## src/rtl/dma_done_tracker.sv

```systemverilog
module dma_done_tracker #(
  parameter int TAGS  = 4,
  parameter int LEN_W = 16,
  parameter int DLY_W = 8
) (
  input  logic                      clk,
  input  logic                      rst_n,
  input  logic                      alloc_valid,
  input  logic [$clog2(TAGS)-1:0]   alloc_tag,
  input  logic [LEN_W-1:0]          alloc_len,
  input  logic [DLY_W-1:0]          alloc_delay,
  input  logic                      rsp_valid,
  input  logic [$clog2(TAGS)-1:0]   rsp_tag,
  input  logic [LEN_W-1:0]          rsp_bytes,
  output logic                      done_valid,
  output logic [$clog2(TAGS)-1:0]   done_tag,
  output logic                      drain_done,
  output logic [$clog2(TAGS+1)-1:0] outstanding,
  output logic                      err_tag,
  output logic                      err_over
);
  localparam int TAG_W = $clog2(TAGS);
  localparam int CNT_W = $clog2(TAGS+1);

  logic [TAGS-1:0]  busy, pend;
  logic [LEN_W-1:0] tot [TAGS];
  logic [LEN_W-1:0] acc [TAGS];
  logic [DLY_W-1:0] tmr [TAGS];

  logic           alloc_ok, rsp_live, over, fin, fire_any;
  logic [LEN_W:0] sum;
  logic [TAG_W-1:0] fire_tag;

  assign alloc_ok = alloc_valid && !busy[alloc_tag] && !pend[alloc_tag];
  assign rsp_live = rsp_valid && busy[rsp_tag];
  assign sum      = {1'b0, acc[rsp_tag]} + {1'b0, rsp_bytes};
  assign over     = rsp_live && (sum > {1'b0, tot[rsp_tag]});
  assign fin      = rsp_live && (sum == {1'b0, tot[rsp_tag]});

  always_comb begin
    fire_any = 1'b0;
    fire_tag = '0;
    for (int i = TAGS-1; i >= 0; i--)
      if (pend[i] && tmr[i] == '0) begin
        fire_any = 1'b1;
        fire_tag = TAG_W'(i);
      end
  end

  always_ff @(posedge clk) begin
    if (!rst_n) begin
      busy <= '0;
      pend <= '0;
      for (int i = 0; i < TAGS; i++) begin
        tot[i] <= '0;
        acc[i] <= '0;
        tmr[i] <= '0;
      end
    end else begin
      for (int i = 0; i < TAGS; i++) begin
        if (alloc_ok && alloc_tag == TAG_W'(i)) begin
          busy[i] <= 1'b1;
          tot[i]  <= alloc_len;
          acc[i]  <= '0;
          tmr[i]  <= alloc_delay;
        end
        if (rsp_live && rsp_tag == TAG_W'(i) && !over) begin
          acc[i] <= sum[LEN_W-1:0];
          if (fin) begin
            busy[i] <= 1'b0;
            pend[i] <= 1'b1;
          end
        end
        if (pend[i] && tmr[i] != '0) tmr[i] <= tmr[i] - 1'b1;
        if (fire_any && fire_tag == TAG_W'(i)) pend[i] <= 1'b0;
      end
    end
  end

  always_ff @(posedge clk) begin
    if (!rst_n) begin
      outstanding <= '0;
      done_valid  <= 1'b0;
      done_tag    <= '0;
      drain_done  <= 1'b0;
      err_tag     <= 1'b0;
      err_over    <= 1'b0;
    end else begin
      outstanding <= outstanding + CNT_W'(alloc_ok) - CNT_W'(fin);
      done_valid  <= fire_any;
      done_tag    <= fire_tag;
      drain_done  <= fin && !alloc_ok && outstanding == CNT_W'(1);
      err_tag     <= rsp_valid && !busy[rsp_tag];
      err_over    <= over;
    end
  end

  p_cnt_max_r2: assert property (@(posedge clk) disable iff (!rst_n)
    outstanding <= CNT_W'(TAGS));

  p_cnt_step_r6: assert property (@(posedge clk) disable iff (!rst_n)
    (outstanding == $past(outstanding)) ||
    (outstanding == $past(outstanding) + CNT_W'(1)) ||
    (outstanding + CNT_W'(1) == $past(outstanding)));

  p_drain_zero_r8: assert property (@(posedge clk) disable iff (!rst_n)
    drain_done |-> outstanding == '0);

  p_drain_from_one_r8: assert property (@(posedge clk) disable iff (!rst_n)
    drain_done |-> $past(outstanding) == CNT_W'(1));

  p_over_no_drain_r5: assert property (@(posedge clk) disable iff (!rst_n)
    err_over |-> !drain_done && !err_tag);

  p_done_pulse_r7: assert property (@(posedge clk) disable iff (!rst_n)
    (done_valid && $past(done_valid)) |-> done_tag != $past(done_tag));
endmodule

```

## config.mk

```make
export PLATFORM = sky130hd
export DESIGN_NAME = dma_done_tracker
export DESIGN_NICKNAME = d
export VERILOG_FILES = /design/src/rtl/dma_done_tracker.sv
export SDC_FILE = /design/constraint.sdc
export NUM_CORES = 1
export LEC_CHECK = 0
export ABC_AREA = 0
export BUFFER_PORTS_ARGS = -buffer_cell sky130_fd_sc_hd__buf_4
export CORE_MARGIN = 2
export CORE_UTILIZATION = 30
export CTS_BUF_LIST = sky130_fd_sc_hd__clkbuf_4
export DETAILED_ROUTE_END_ITERATION = 8
export MAX_ROUTING_LAYER = met4
export PLACE_DENSITY = 0.49
export SLEW_MARGIN = 20
export SYNTH_ARGS = -nofsm -noshare
export SYNTH_HDL_FRONTEND = slang
export SYNTH_SLANG_ARGS = --single-unit
```

## constraint.sdc

```tcl
create_clock -name clk -period 7.8 [get_ports clk]
set_input_delay 0.39 -clock clk [delete_from_list [all_inputs] [get_ports clk]]
set_output_delay 0.39 -clock clk [all_outputs]
set_load 0.02 [all_outputs]
```

==> impl_results.md, run 1 <==
- Worst Path Max Fanout: 40
- Layout Nets: 912
- Final period util: 74.09%
- Reg clk slew, reported paths: 0.17 ns
- Cell area after layout: 10500 µm²
- Post-synthesis sequential area ratio: 54.98%
- Die ar.: 32620 µm²
- Starting Density: 30.51%
- Port Buf Inserts: 56
- Clock Path Buffers: 2
- Synth Area in Adders: 5.509%
- Async set-reset flop share out of synthesis: 0%
- Worst Setup EP: acc[1][14]$_SDFFCE_PN0P_
- Mapped Cells: 775
- Drt first pass iters: 6
- PostCTS Resize Cnt: 0
- Cts bufs inserted: 17
- Mux contribution to synthesized area: 8.049%
- Hold_buf cts: 0
- Commonest non-fill, non-tap cell in the layout: edfxtp_1
- GRT Overall Usage: 14.78%
- Finish-stage setup viols: 0
- Clk Latency, worst-skew pair: 0.57 ns
- CTS tree: done
- Final ANT Viol Nets: 0
- Synth warnings: 0
- Overall power: 2098 µW
- Number of flops mapped to enable cells by yosys: 160
- Tmin final: 5.779 ns
- Sequential standard cell area: 5145 µm²
- Commonest cells after routing, fill and taps aside: edfxtp_1 (160), buf_4 (66), nor3_1 (65), nand2_1 (63), and2_1 (51)
- Row count: 64
- Simple-gate share of the synthesized area: 16.62%
- WS Path Type: in2reg
- RD Place Congestion: 0.7527
- Synthesized area: 9358 µm²
- Vias in the first global route: 6430
- R2R Path Start: acc[3][0]$_SDFFCE_PN0P_
- Final Slew Violations: 0
- Lkg Pwr: 0.003919 µW
- CP Launch Type: primary input
- Synth Flop Type: edfxtp_1
- Status: finished, final reports clean
- Setup clock skew after layout: 0.02489 ns
- RSZ-0062 raised after global routing: false
- First-pass GRT wire length: 36560 µm
- Layout cells sized above 1: 17.92%
- Final WS setup: 2.021 ns
- Synth Area in Compound Gates: 7.354%
- Max Clk Rate: 173.0 MHz
- R2r setup slk: 2.16 ns
- Reg2reg end: acc[1][14]$_SDFFCE_PN0P_
- Setup WS pre-CTS: 1.419 ns
- Critical Path End Type: register
- R2R depth: 17
- Core area: 30670 µm²
- Distinct cells, synth: 58
- TNS Setup: 0 ns
- DP HPWL: 15590 µm
- Worst EP required: 8.05 ns
- GRT overflow: 0
- Fillers: 3083
- Critical Path Source: rsp_tag[0]
- Final Hold Violating Endpoints: 0
- WL final: 22530 µm
- Synth Area in XOR/XNOR: 3.837%
- Main combinational cell family by area after synthesis: simple AND/OR/NAND/NOR gates
- CTS sink count: 177
- Multi-input logic area: 3905 µm²
- Worst hold slack: 0.1125 ns
- Placed Area: 10220 µm²
- Syn_nets: 863
- Type of the tightest min-delay check: in2reg
- Worst-case vdd ir drop: 86.75 µV
- DIE HEIGHT: 180.6 µm
- Routed len/inst: 18.26 µm
- I/O pins: 57
- Largest net degree at the start of global routing: 42
- H-Tree Depth: 4
- CP arrival: 6.03 ns
- Antenna violations before repair: 1
- Layout area overhead: 12.23%
- Least-Margin Pin Slew: 0.9117 ns
- FF+latch count, synth: 177
- Synthesized area per cell: 12.07 µm²
- DR iter-0 viols: 487
- Max Cap Viol: 0
- Post-CTS Setup Bufs: 0
- Die W: 180.6 µm
- Root buf cell: clkbuf_4
- Pwr/cell area: 199.7 nW/µm²
- Drt via density: 4.987
- DRC Markers: 0
- Vias: 6154
- Headroom to the max-slew limit: 39.08%
## where the power goes
| group | internal, µW | switching (µW) | total [µW] |
|---|---|---|---|
| clock | 174 | 356 | 530 |
| combinational | 165 | 299 | 463 |
| sequential | 1080 | 21.7 | 1100 |
## stage by stage
stage               utilization, %  std cells
global placement             33.33       1201
detailed placement           33.33       1201
CTS                          34.24       1233
global route                 34.24       1234
floorplan                        -        775
finish                       34.24       1234
## metal layers
| layer | GRT usage (%) | vias up | part of all wire [%] |
|---|---|---|---|
| li1 | - | 2998 | - |
| met1 | 20.15 | 3039 | 49 |
| met2 | 23.27 | 105 | 48 |
| met3 | 2.466 | 12 | 2.8 |
| met4 | 3.194 | 0 | 0.93 |
| met5 | - | - | 0 |
## synthesized netlist by cell type (2+ instances only)
| cell | instances | share of area, % |
|---|---|---|
| fa_1 | 2 | 0.43 |
| nand3_1 | 12 | 0.64 |
| edfxtp_1 | 160 | 51 |
| a21o_1 | 7 | 0.56 |
| o21ai_0 | 39 | 2.1 |
| or2_2 | 3 | 0.20 |
| nand2b_1 | 6 | 0.40 |
| xor2_1 | 13 | 1.2 |
| dfxtp_1 | 17 | 3.6 |
| nor3_1 | 65 | 3.5 |
| o21bai_1 | 4 | 0.32 |
| a21oi_1 | 14 | 0.75 |
| a22oi_1 | 2 | 0.16 |
| nor2_1 | 27 | 1.1 |
| or3_1 | 6 | 0.40 |
| xnor2_1 | 28 | 2.6 |
| or4_1 | 3 | 0.24 |
| a31oi_1 | 5 | 0.33 |
| buf_1 | 3 | 0.12 |
| nor4_1 | 18 | 1.2 |
| or3b_2 | 2 | 0.19 |
| buf_6 | 2 | 0.24 |
| buf_2 | 9 | 0.48 |
| mux4_2 | 33 | 7.9 |
| and2_1 | 51 | 3.4 |
| o31ai_1 | 2 | 0.16 |
| a211oi_1 | 8 | 0.64 |
| o21a_1 | 5 | 0.40 |
| clkbuf_1 | 22 | 0.88 |
| and3_1 | 20 | 1.3 |
| inv_1 | 48 | 1.9 |
| nor2b_1 | 5 | 0.33 |
| nand2_1 | 63 | 2.5 |
| a211o_1 | 2 | 0.19 |
| o211ai_1 | 3 | 0.24 |
| o311ai_0 | 2 | 0.19 |
| ha_1 | 38 | 5.1 |
| nand4_1 | 6 | 0.40 |
## layout make-up
cell class                      count  share of cell area (%)
Sequential cell                   177                   48.99
Multi-Input combinational cell    514                   37.18
Clock buffer                       18                   1.287
Clock inverter                     14                   1.370
Tap cell                          396                   4.718
Timing Repair Buffer               66                   4.718
Inverter                           48                   1.716
Antenna cell                        1                 0.02383
## state kept, by name, summed over array words and instances, names as in the netlist
| signal | cells |
|---|---|
| pend | 4 |
| err_tag | 1 |
| drain_done | 1 |
| outstanding | 3 |
| done_tag | 2 |
| done_valid | 1 |
| tmr | 32 |
| err_over | 1 |
| busy | 4 |
| tot | 64 |
| acc | 64 |
## how the worst min path moves through the flow
stage,cells past startpoint,to,from,slack [ns]
floorplan,2,done_tag[1]$_SDFF_PN0_,pend[3]$_SDFFE_PP0P_,0.49
global placement,1,drain_done$_SDFF_PN0_,outstanding[2]$_SDFF_PN0_,0.46
CTS,2,tot[0][11]$_SDFFCE_PN0P_,alloc_len[11],0.05
finish,2,tot[2][11]$_SDFFCE_PN0P_,alloc_len[11],0.11
detailed placement,1,drain_done$_SDFF_PN0_,outstanding[2]$_SDFF_PN0_,0.46
global route,2,tot[0][11]$_SDFFCE_PN0P_,alloc_len[11],0.04
## logic make-up after synthesis
kind of cell / after synthesis
mux: 34
flops: 177
compound gates: 106
fa+ha+maj: 40
xor+xnor: 41
buf+inv: 84
simple gates: 293
## critical path, cell delays in order
cell and delay [ns]:
buf_4 0.58, mux4_2 0.60, ha_1 0.23, fa_1 0.41, a21o_1 0.20, a221oi_2 0.43, nand3_1 0.14, a41o_1 0.27
xnor2_1 0.51, inv_1 0.10, ha_1 0.34, a211oi_1 0.30, nand3_1 0.13, a31oi_1 0.17, a211o_1 0.23, nand3b_4 0.29
o311ai_2 0.36, buf_4 0.30
Power figures use the tool's default switching activity.
==> run 2, diff against run 1 <==
==> constraint.sdc (replaced) <==
create_clock -name clk -period 5.9 [get_ports clk]
set_input_delay 0.295 -clock clk [delete_from_list [all_inputs] [get_ports clk]]
set_output_delay 0.295 -clock clk [all_outputs]
set_load 0.02 [all_outputs]
==> run 2 against run 1 <==
Final cell count rose by 2.4%. Power rose by 33%. Core utilization rose by 0.86 points. Combinational power rose by 41%. Global-route usage rose by 0.29 points. Non-clock buffer count rose by 30. Count of clock-buffer cells in the layout did not move. Sequential cell count did not move. Critical endpoint is now outstanding[1]$_SDFF_PN0_. Largest power group unchanged. Highest routed layer unchanged.
==> impl_results.md, run 2 (synthesis results as in run 1) <==
- Status: finished, final reports clean
- Finish-stage setup viols: 0 (unchanged)
- Core area: 30670 µm² (unchanged)
- Reg2reg end: outstanding[1]$_SDFF_PN0_
- Fillers: 3098 (+0.49%)
- Cell mode on critical path: ha_1
- Combinational share of power: 23.4% (+1.3 points)
- DRC Markers: 0 (unchanged)
- Final Slew Violations: 0 (unchanged)
- R2r setup slk: 0.55 ns (-1.61 ns)
- Drt first pass iters: 4 (-2)
- Crit path max-delay cell type: mux4_2
- CP arrival: 5.81 ns (-0.22 ns)
- DR iter-0 viols: 436 (-10%)
- RSZ-0062 raised after global routing: false
- Port Buf Inserts: 56 (unchanged)
- Max Clk Rate: 187.1 MHz
- Least-Margin Pin Slew: 0.9410 ns (+0.02938 ns)
- GR Util met1: 19.80% (-0.34 points)
- Clock Path Buffers: 2 (unchanged)
- Critical Path End Type: register
- WHS Endpoint: tot[2][1]$_SDFFCE_PN0P_
- R2R Path Start: acc[3][0]$_SDFFCE_PN0P_
- I/O pins: 57 (unchanged)
- Drt via density: 4.941 (-0.91%)
- WS Path Type: reg2reg
- Multi-input logic area: 3905 µm² (unchanged)
- GRT Overall Usage: 15.08% (+0.29 points)
- Clk pwr share: 24.3% (-1.0 points)
- Overall power: 2786 µW (+33%)
- Max Cap Viol: 0 (unchanged)
- Worst EP required: 6.37 ns (-1.68 ns)
- PostCTS Resize Cnt: 0 (unchanged)
- Largest net degree at the start of global routing: 61 (+45%)
- Largest regs: acc x64, tot x64, tmr x32
- Worst-case vdd ir drop: 131.9 µV (+52%)
- Hold path startpoint: alloc_len[1]
- Commonest non-fill, non-tap cell in the layout: edfxtp_1
- CP Launch Type: register
- Reg clk slew, reported paths: 0.15 ns (-0.02 ns)
- Max stage delay on crit path: 0.47 ns (-0.13 ns)
- Row count: 64 (unchanged)
- Setup clock skew after layout: 0.03668 ns (+0.01180 ns)
- DIE HEIGHT: 180.6 µm (unchanged)
- Antenna violations before repair: 1 (unchanged)
- Clk Latency, worst-skew pair: 0.58 ns (about the same)
- Final ANT Viol Nets: 0 (unchanged)
- Critical Path Source: acc[3][0]$_SDFFCE_PN0P_
- Sequential standard cell area: 5145 µm² (unchanged)
- Type of the tightest min-delay check: in2reg
- Net Sw Frac: 32.09% (-0.16 points)
- Final Hold Violating Endpoints: 0 (unchanged)
- CTS sink count: 177 (unchanged)
- Worst hold stages: 2 (unchanged)
- H-Tree Depth: 4 (unchanged)
- Layout cells sized above 1: 17.99% (+0.072 points)
- Busiest grt layer: met2
- Root buf cell: clkbuf_4
- Die W: 180.6 µm (unchanged)
- Starting Density: 30.51% (unchanged)
- Lkg Pwr: 0.004036 µW (+3.0%)
- TNS Setup: 0 ns (unchanged)
- Commonest cells after routing, fill and taps aside: edfxtp_1 (160), buf_4 (74), nor3_1 (65), nand2_1 (63), and2_1 (51)
- Global Route met2 Usage: 24.55% (+1.3 points)
- Headroom to the max-slew limit: 37.11% (-2.0 points)
- Cts bufs inserted: 17 (unchanged)
- P_sw: 893.9 µW (+32%)
- Layout area overhead: 15.06%
- Vias: 6246 (+1.5%)
- Grt met3 use: 1.900% (-0.57 points)
- Part of the power in registers: 52.3% (-0.3 points)
- Pint: 1892 µW (+33%)
- Worst Path Max Fanout: 5 (-88%)
- Crit path cell chain: mux4_2 > ha_1 > fa_1 > a21o_1 > a221oi_2 > a211oi_1 > a211oi_1 > xor2_1 > inv_1 > ha_1 > nand2_1 > nor2_1 > and3_1 > nand4_1 > nor2_1 > ha_1 > inv_1 > ha_1 > fa_1 > and2_1
- Tmin final: 5.345 ns
- Routed len/inst: 18.43 µm (+0.95%)
- GRT overflow: 0 (unchanged)
- Layout Nets: 942 (+3.3%)
- First-pass GRT wire length: 37070 µm (+1.4%)
- Vias in the first global route: 6504 (+1.2%)
- Die ar.: 32620 µm² (unchanged)
- R2R depth: 20 (+3)
- Final period util: 90.60%
- CTS tree: done
- WL final: 23300 µm (+3.4%)
- DP HPWL: 15790 µm (+1.3%)
- Pwr/cell area: 258.8 nW/µm² (+30%)
- RD Place Congestion: 0.7756 (+3.0%)
- Worst hold slack: 0.05247 ns (-0.06004 ns)
==> run 2: cell count changes in the layout (fill, tap and decap cells not counted), sizes merged <==
cell,delta
clkinv,+2
inv,-3
clkinvlp,+1
buf,+8
dlygate4sd3,+22
==> run 2: layout make-up <==
class / count / area share, %
tap: 396 / 4.602
sequential: 177 / 47.79
multi-input combinational: 514 / 36.27
inverter: 48 / 1.673
antenna: 1 / 0.02324
clock buffer: 18 / 1.255
clock inverter: 14 / 1.185
timing repair buffer: 96 / 7.205
==> run 2: critical path, delay by kind of cell (launching register included) <==
family	cells	cell delay [ns]
adder cells (fa/ha/maj)	6	1.78
AO/OA/AOI/OAI	4	1.10
AND/OR/NAND/NOR	6	1.00
multiplexers	1	0.47
flip-flops	1	0.39
XOR/XNOR	1	0.36
buffers and inverters	2	0.15
==> run 2: worst max path at each step <==
stage          cells past startpoint  slack [ns]                   endpoint
2_1_floorplan                     19       -0.36    acc[1][0]$_SDFFCE_PN0P_
3_3_place_gp                      21        0.37  outstanding[1]$_SDFF_PN0_
3_5_place_dp                      21        0.24  outstanding[1]$_SDFF_PN0_
4_1_cts                           20        0.55  outstanding[1]$_SDFF_PN0_
5_1_grt                           21        0.20  outstanding[2]$_SDFF_PN0_
6_report                          20        0.55  outstanding[1]$_SDFF_PN0_
==> run 2: repair_timing <==
item | in CTS | in global routing
buffers inserted | 0 | 0
endpoints found under the setup margin | 0 | 0
endpoints found under the hold margin | 62 | 0
hold buffers | 22 | 0
==> run 2: metal layers <==
| metal | up-vias | share of wire (%) |
|---|---|---|
| met1 | 3065 | 48 |
| met3 | 20 | 2.9 |
| met5 | - | 0 |
| met2 | 109 | 48 |
| met4 | 0 | 1.4 |
| li1 | 3052 | - |
==> run 2: metrics by stage <==
step	cell area [µm²]	util [%]	setup WS [ns]	cells
after floorplan	9363	-	-0.3565	775
after global placement	10280	33.52	0.3678	1209
after detailed placement	10280	33.52	0.2413	1209
after CTS	10760	35.10	0.5525	1263
after global routing	10770	35.11	0.2014	1264
final	10770	35.11	0.5549	1264
==> run 2: power groups by stage <==
stage / logic, µW / registers [µW] / clock network, µW
6_report: 651 / 1460 / 677
5_1_grt: 724 / 1460 / 741
4_1_cts: 657 / 1460 / 700
3_5_place_dp: 643 / 1490 / 0
3_3_place_gp: 642 / 1490 / 0
2_1_floorplan: 442 / 1480 / 0
==> run 3, diff against run 2 <==
--- a/config.mk
+++ b/config.mk
@@ -7,12 +7,14 @@
 export LEC_CHECK = 0
 export ABC_AREA = 0
 export BUFFER_PORTS_ARGS = -buffer_cell sky130_fd_sc_hd__buf_4
+export CELL_PAD_IN_SITES_DETAIL_PLACEMENT = 1
+export CELL_PAD_IN_SITES_GLOBAL_PLACEMENT = 2
 export CORE_MARGIN = 2
 export CORE_UTILIZATION = 30
 export CTS_BUF_LIST = sky130_fd_sc_hd__clkbuf_4
 export DETAILED_ROUTE_END_ITERATION = 8
 export MAX_ROUTING_LAYER = met4
-export PLACE_DENSITY = 0.49
+export PLACE_DENSITY = 0.64
 export SLEW_MARGIN = 20
 export SYNTH_ARGS = -nofsm -noshare
 export SYNTH_HDL_FRONTEND = slang
==> run 3 against run 2 <==
Wire length increased by 7.7%. Clock power increased by 2%. Sequential power about the same. Sequential cell count unchanged. Register-to-register slack improved by 0.22 ns. First-iteration DRC count decreased by 36%. Clock skew increased by 0.0016 ns. Final area increased by 0.35%. Count of clock-buffer cells in the layout decreased by 1. Core utilization increased by 0.12 points. Final cell count increased by 0.40%. Critical path depth increased by 2.
==> impl_results.md, run 3 (synthesis results as in run 1) <==
- Finish-stage setup viols: 0 (unchanged)
- CP arrival: 5.62 ns (-0.19 ns)
- Worst EP required: 6.39 ns (+0.02 ns)
- Drt first pass iters: 4 (unchanged)
- Setup clock skew after layout: 0.03825 ns (+0.001570 ns)
- First-pass GRT wire length: 40050 µm (+8.1%)
- Port Buf Inserts: 56 (unchanged)
- RD Place Congestion: 0.7602 (-2.0%)
- Headroom to the max-slew limit: 39.33% (+2.2 points)
- DIE HEIGHT: 180.6 µm (unchanged)
- Final period util: 86.90% (-3.7 points)
- Clk Latency, worst-skew pair: 0.59 ns (about the same)
- Vias: 6354 (+1.7%)
- Fin util: 35.23% (+0.12 points)
- Clock Path Buffers: 2 (unchanged)
- Reg clk slew, reported paths: 0.17 ns (+0.02 ns)
- Vias in the first global route: 6913 (+6.3%)
- Max Cap Viol: 0 (unchanged)
- Layout Nets: 947 (+0.53%)
- Worst-case vdd ir drop: 149.5 µV (+13%)
- Crit path max-delay cell type: mux4_2
- H-Tree Depth: 4 (unchanged)
- Reg2reg end: outstanding[1]$_SDFF_PN0_
- WS Path Type: reg2reg
- Layout cells sized above 1: 18.23% (+0.24 points)
- GRT Overall Usage: 16.44% (+1.4 points)
- R2r setup slk: 0.77 ns (+0.22 ns)
- Cts bufs inserted: 17 (unchanged)
- R2R Path Start: acc[0][0]$_SDFFCE_PN0P_
- Die ar.: 32620 µm² (unchanged)
- PostCTS Resize Cnt: 0 (unchanged)
- Max Clk Rate: 195.0 MHz (+4.2%)
- Overall power: 2806 µW (+0.73%)
- Antenna violations before repair: 1 (unchanged)
- Delay-heaviest family, CP: adder cells
- I/O pins: 57 (unchanged)
- Row count: 64 (unchanged)
- Pwr/cell area: 259.7 nW/µm² (+0.38%)
- CTS tree: done
- Inst Count DP: 1212 (+0.25%)
- Tmin final: 5.127 ns (-0.2179 ns)
- Commonest non-fill, non-tap cell in the layout: edfxtp_1
- Highest routed layer: met4
- Largest net degree at the start of global routing: 57 (-6.6%)
- Cell mode on critical path: ha_1
- Drt via density: 5.007 (+1.3%)
- Buf/Inv on CP: 4 (+2)
- DR WL met2: 12510 µm (+13%)
- DR iter-0 viols: 281 (-36%)
- WHS Endpoint: tot[2][0]$_SDFFCE_PN0P_
- Max stage delay on crit path: 0.46 ns (about the same)
- Final Hold Violating Endpoints: 0 (unchanged)
- Starting Density: 30.51% (unchanged)
- Largest regs: acc x64, tot x64, tmr x32
- Crit path cell chain: mux4_2 > ha_1 > fa_1 > a21o_1 > a221oi_2 > buf_4 > a211oi_1 > a211oi_1 > xor2_1 > buf_4 > inv_1 > ha_1 > nand2_1 > nor2_1 > and3_1 > nand4_1 > nor2_1 > ha_1 > inv_1 > ha_1 > fa_1 > and2_1
- Final Slew Violations: 0 (unchanged)
- WL final: 25100 µm (+7.7%)
- Root buf cell: clkbuf_4
- Final ANT Viol Nets: 0 (unchanged)
- Commonest cells after routing, fill and taps aside: edfxtp_1 (160), buf_4 (77), nor3_1 (65), nand2_1 (63), and2_1 (51)
- Routed len/inst: 19.78 µm (+7.3%)
- Type of the tightest min-delay check: in2reg
- RSZ-0062 raised after global routing: false
- DRC Markers: 0 (unchanged)
- R2R depth: 22 (+10%)
- Hold path startpoint: alloc_len[0]
- Core area: 30670 µm² (unchanged)
- Worst Path Max Fanout: 5 (unchanged)
- GRT overflow: 0 (unchanged)
- M1 WL: 11600 µm (+3.5%)
- CP Launch Type: register
- Lkg Pwr: 0.004055 µW (+0.49%)
- CTS sink count: 177 (unchanged)
- Status: finished, final reports clean
- Die W: 180.6 µm (unchanged)
- Layout area overhead: 15.46%
- Post-Layout Cell Count: 1269 (+0.40%)
- Routed wl met3: 689 µm (+1.3%)
- DP HPWL: 16940 µm (+7.3%)
- Least-Margin Pin Slew: 0.9079 ns (-0.03317 ns)
- Worst hold stages: 2 (unchanged)
- Critical Path End Type: register
## run 3: cell count changes in the layout (fill, tap and decap cells not counted), sizes merged
cell         before  now
buf              74   77
clkbuf           18   17
clkinv            4    6
dlygate4sd3      22   24
inv              54   53
## run 3: per-layer routing
metal	up-vias	track usage (%)
met3	21	2.001
met1	3186	21.15
li1	3063	-
met2	84	27.31
met4	0	4.774
met5	-	-
## run 3: layout make-up
cell class	instances	area, µm²
repair buffers	101	818.3
clock buffers	17	127.6
well taps	396	495.5
inverters	48	180.2
flip-flops and latches	177	5145
diodes	1	2.502
clock inverters	15	130.1
multi-input cells	514	3905
fillers	3352	19870
## run 3: what timing repair did
item / in CTS / in global routing
setup endpoints to repair: 0 / 0
hold buffers: 24 / 0
hold endpoints to repair: 71 / 0
setup buffers: 0 / 0
## run 3: power breakdown
part           leakage [µW]  total [µW]  internal [µW]  switching, µW
clock              0.000132         689            212            477
sequential          0.00180        1460           1430           27.8
combinational       0.00212         659            248            411
total               0.00406        2810           1890            915
## run 3: worst register-to-register path: cells and delay by family, from the launching register on
family,cells,cell delay (ns)
XOR/XNOR,1,0.18
multiplexers,1,0.46
flip-flops,1,0.40
AND/OR/NAND/NOR,6,1.04
AO/OA/AOI/OAI,4,0.76
adder cells (fa/ha/maj),6,1.74
buffers and inverters,4,0.45
## run 3: per-stage QoR
step                      setup TNS (ns)  area [µm²]  setup WS (ns)  hold WS, ns
after floorplan                   -16.58        9363        -0.3565       0.4088
after global placement                 0       10300         0.5057       0.4699
after detailed placement               0       10300         0.4774       0.4642
after CTS                              0       10800         0.7244     0.004878
after global routing                   0       10800         0.3431      0.03222
final                                  0       10800         0.7727      0.06163
## run 3: worst max-delay path by stage
stage | startpoint | to | slack (ns) | cells after the start
2_1_floorplan | rsp_tag[0] | acc[1][0]$_SDFFCE_PN0P_ | -0.36 | 19
5_1_grt | acc[2][3]$_SDFFCE_PN0P_ | acc[0][0]$_SDFFCE_PN0P_ | 0.34 | 17
3_3_place_gp | rsp_tag[0] | acc[1][11]$_SDFFCE_PN0P_ | 0.51 | 18
6_report | acc[0][0]$_SDFFCE_PN0P_ | outstanding[1]$_SDFF_PN0_ | 0.77 | 22
3_5_place_dp | rsp_tag[0] | outstanding[1]$_SDFF_PN0_ | 0.48 | 23
4_1_cts | acc[0][0]$_SDFFCE_PN0P_ | outstanding[1]$_SDFF_PN0_ | 0.72 | 22
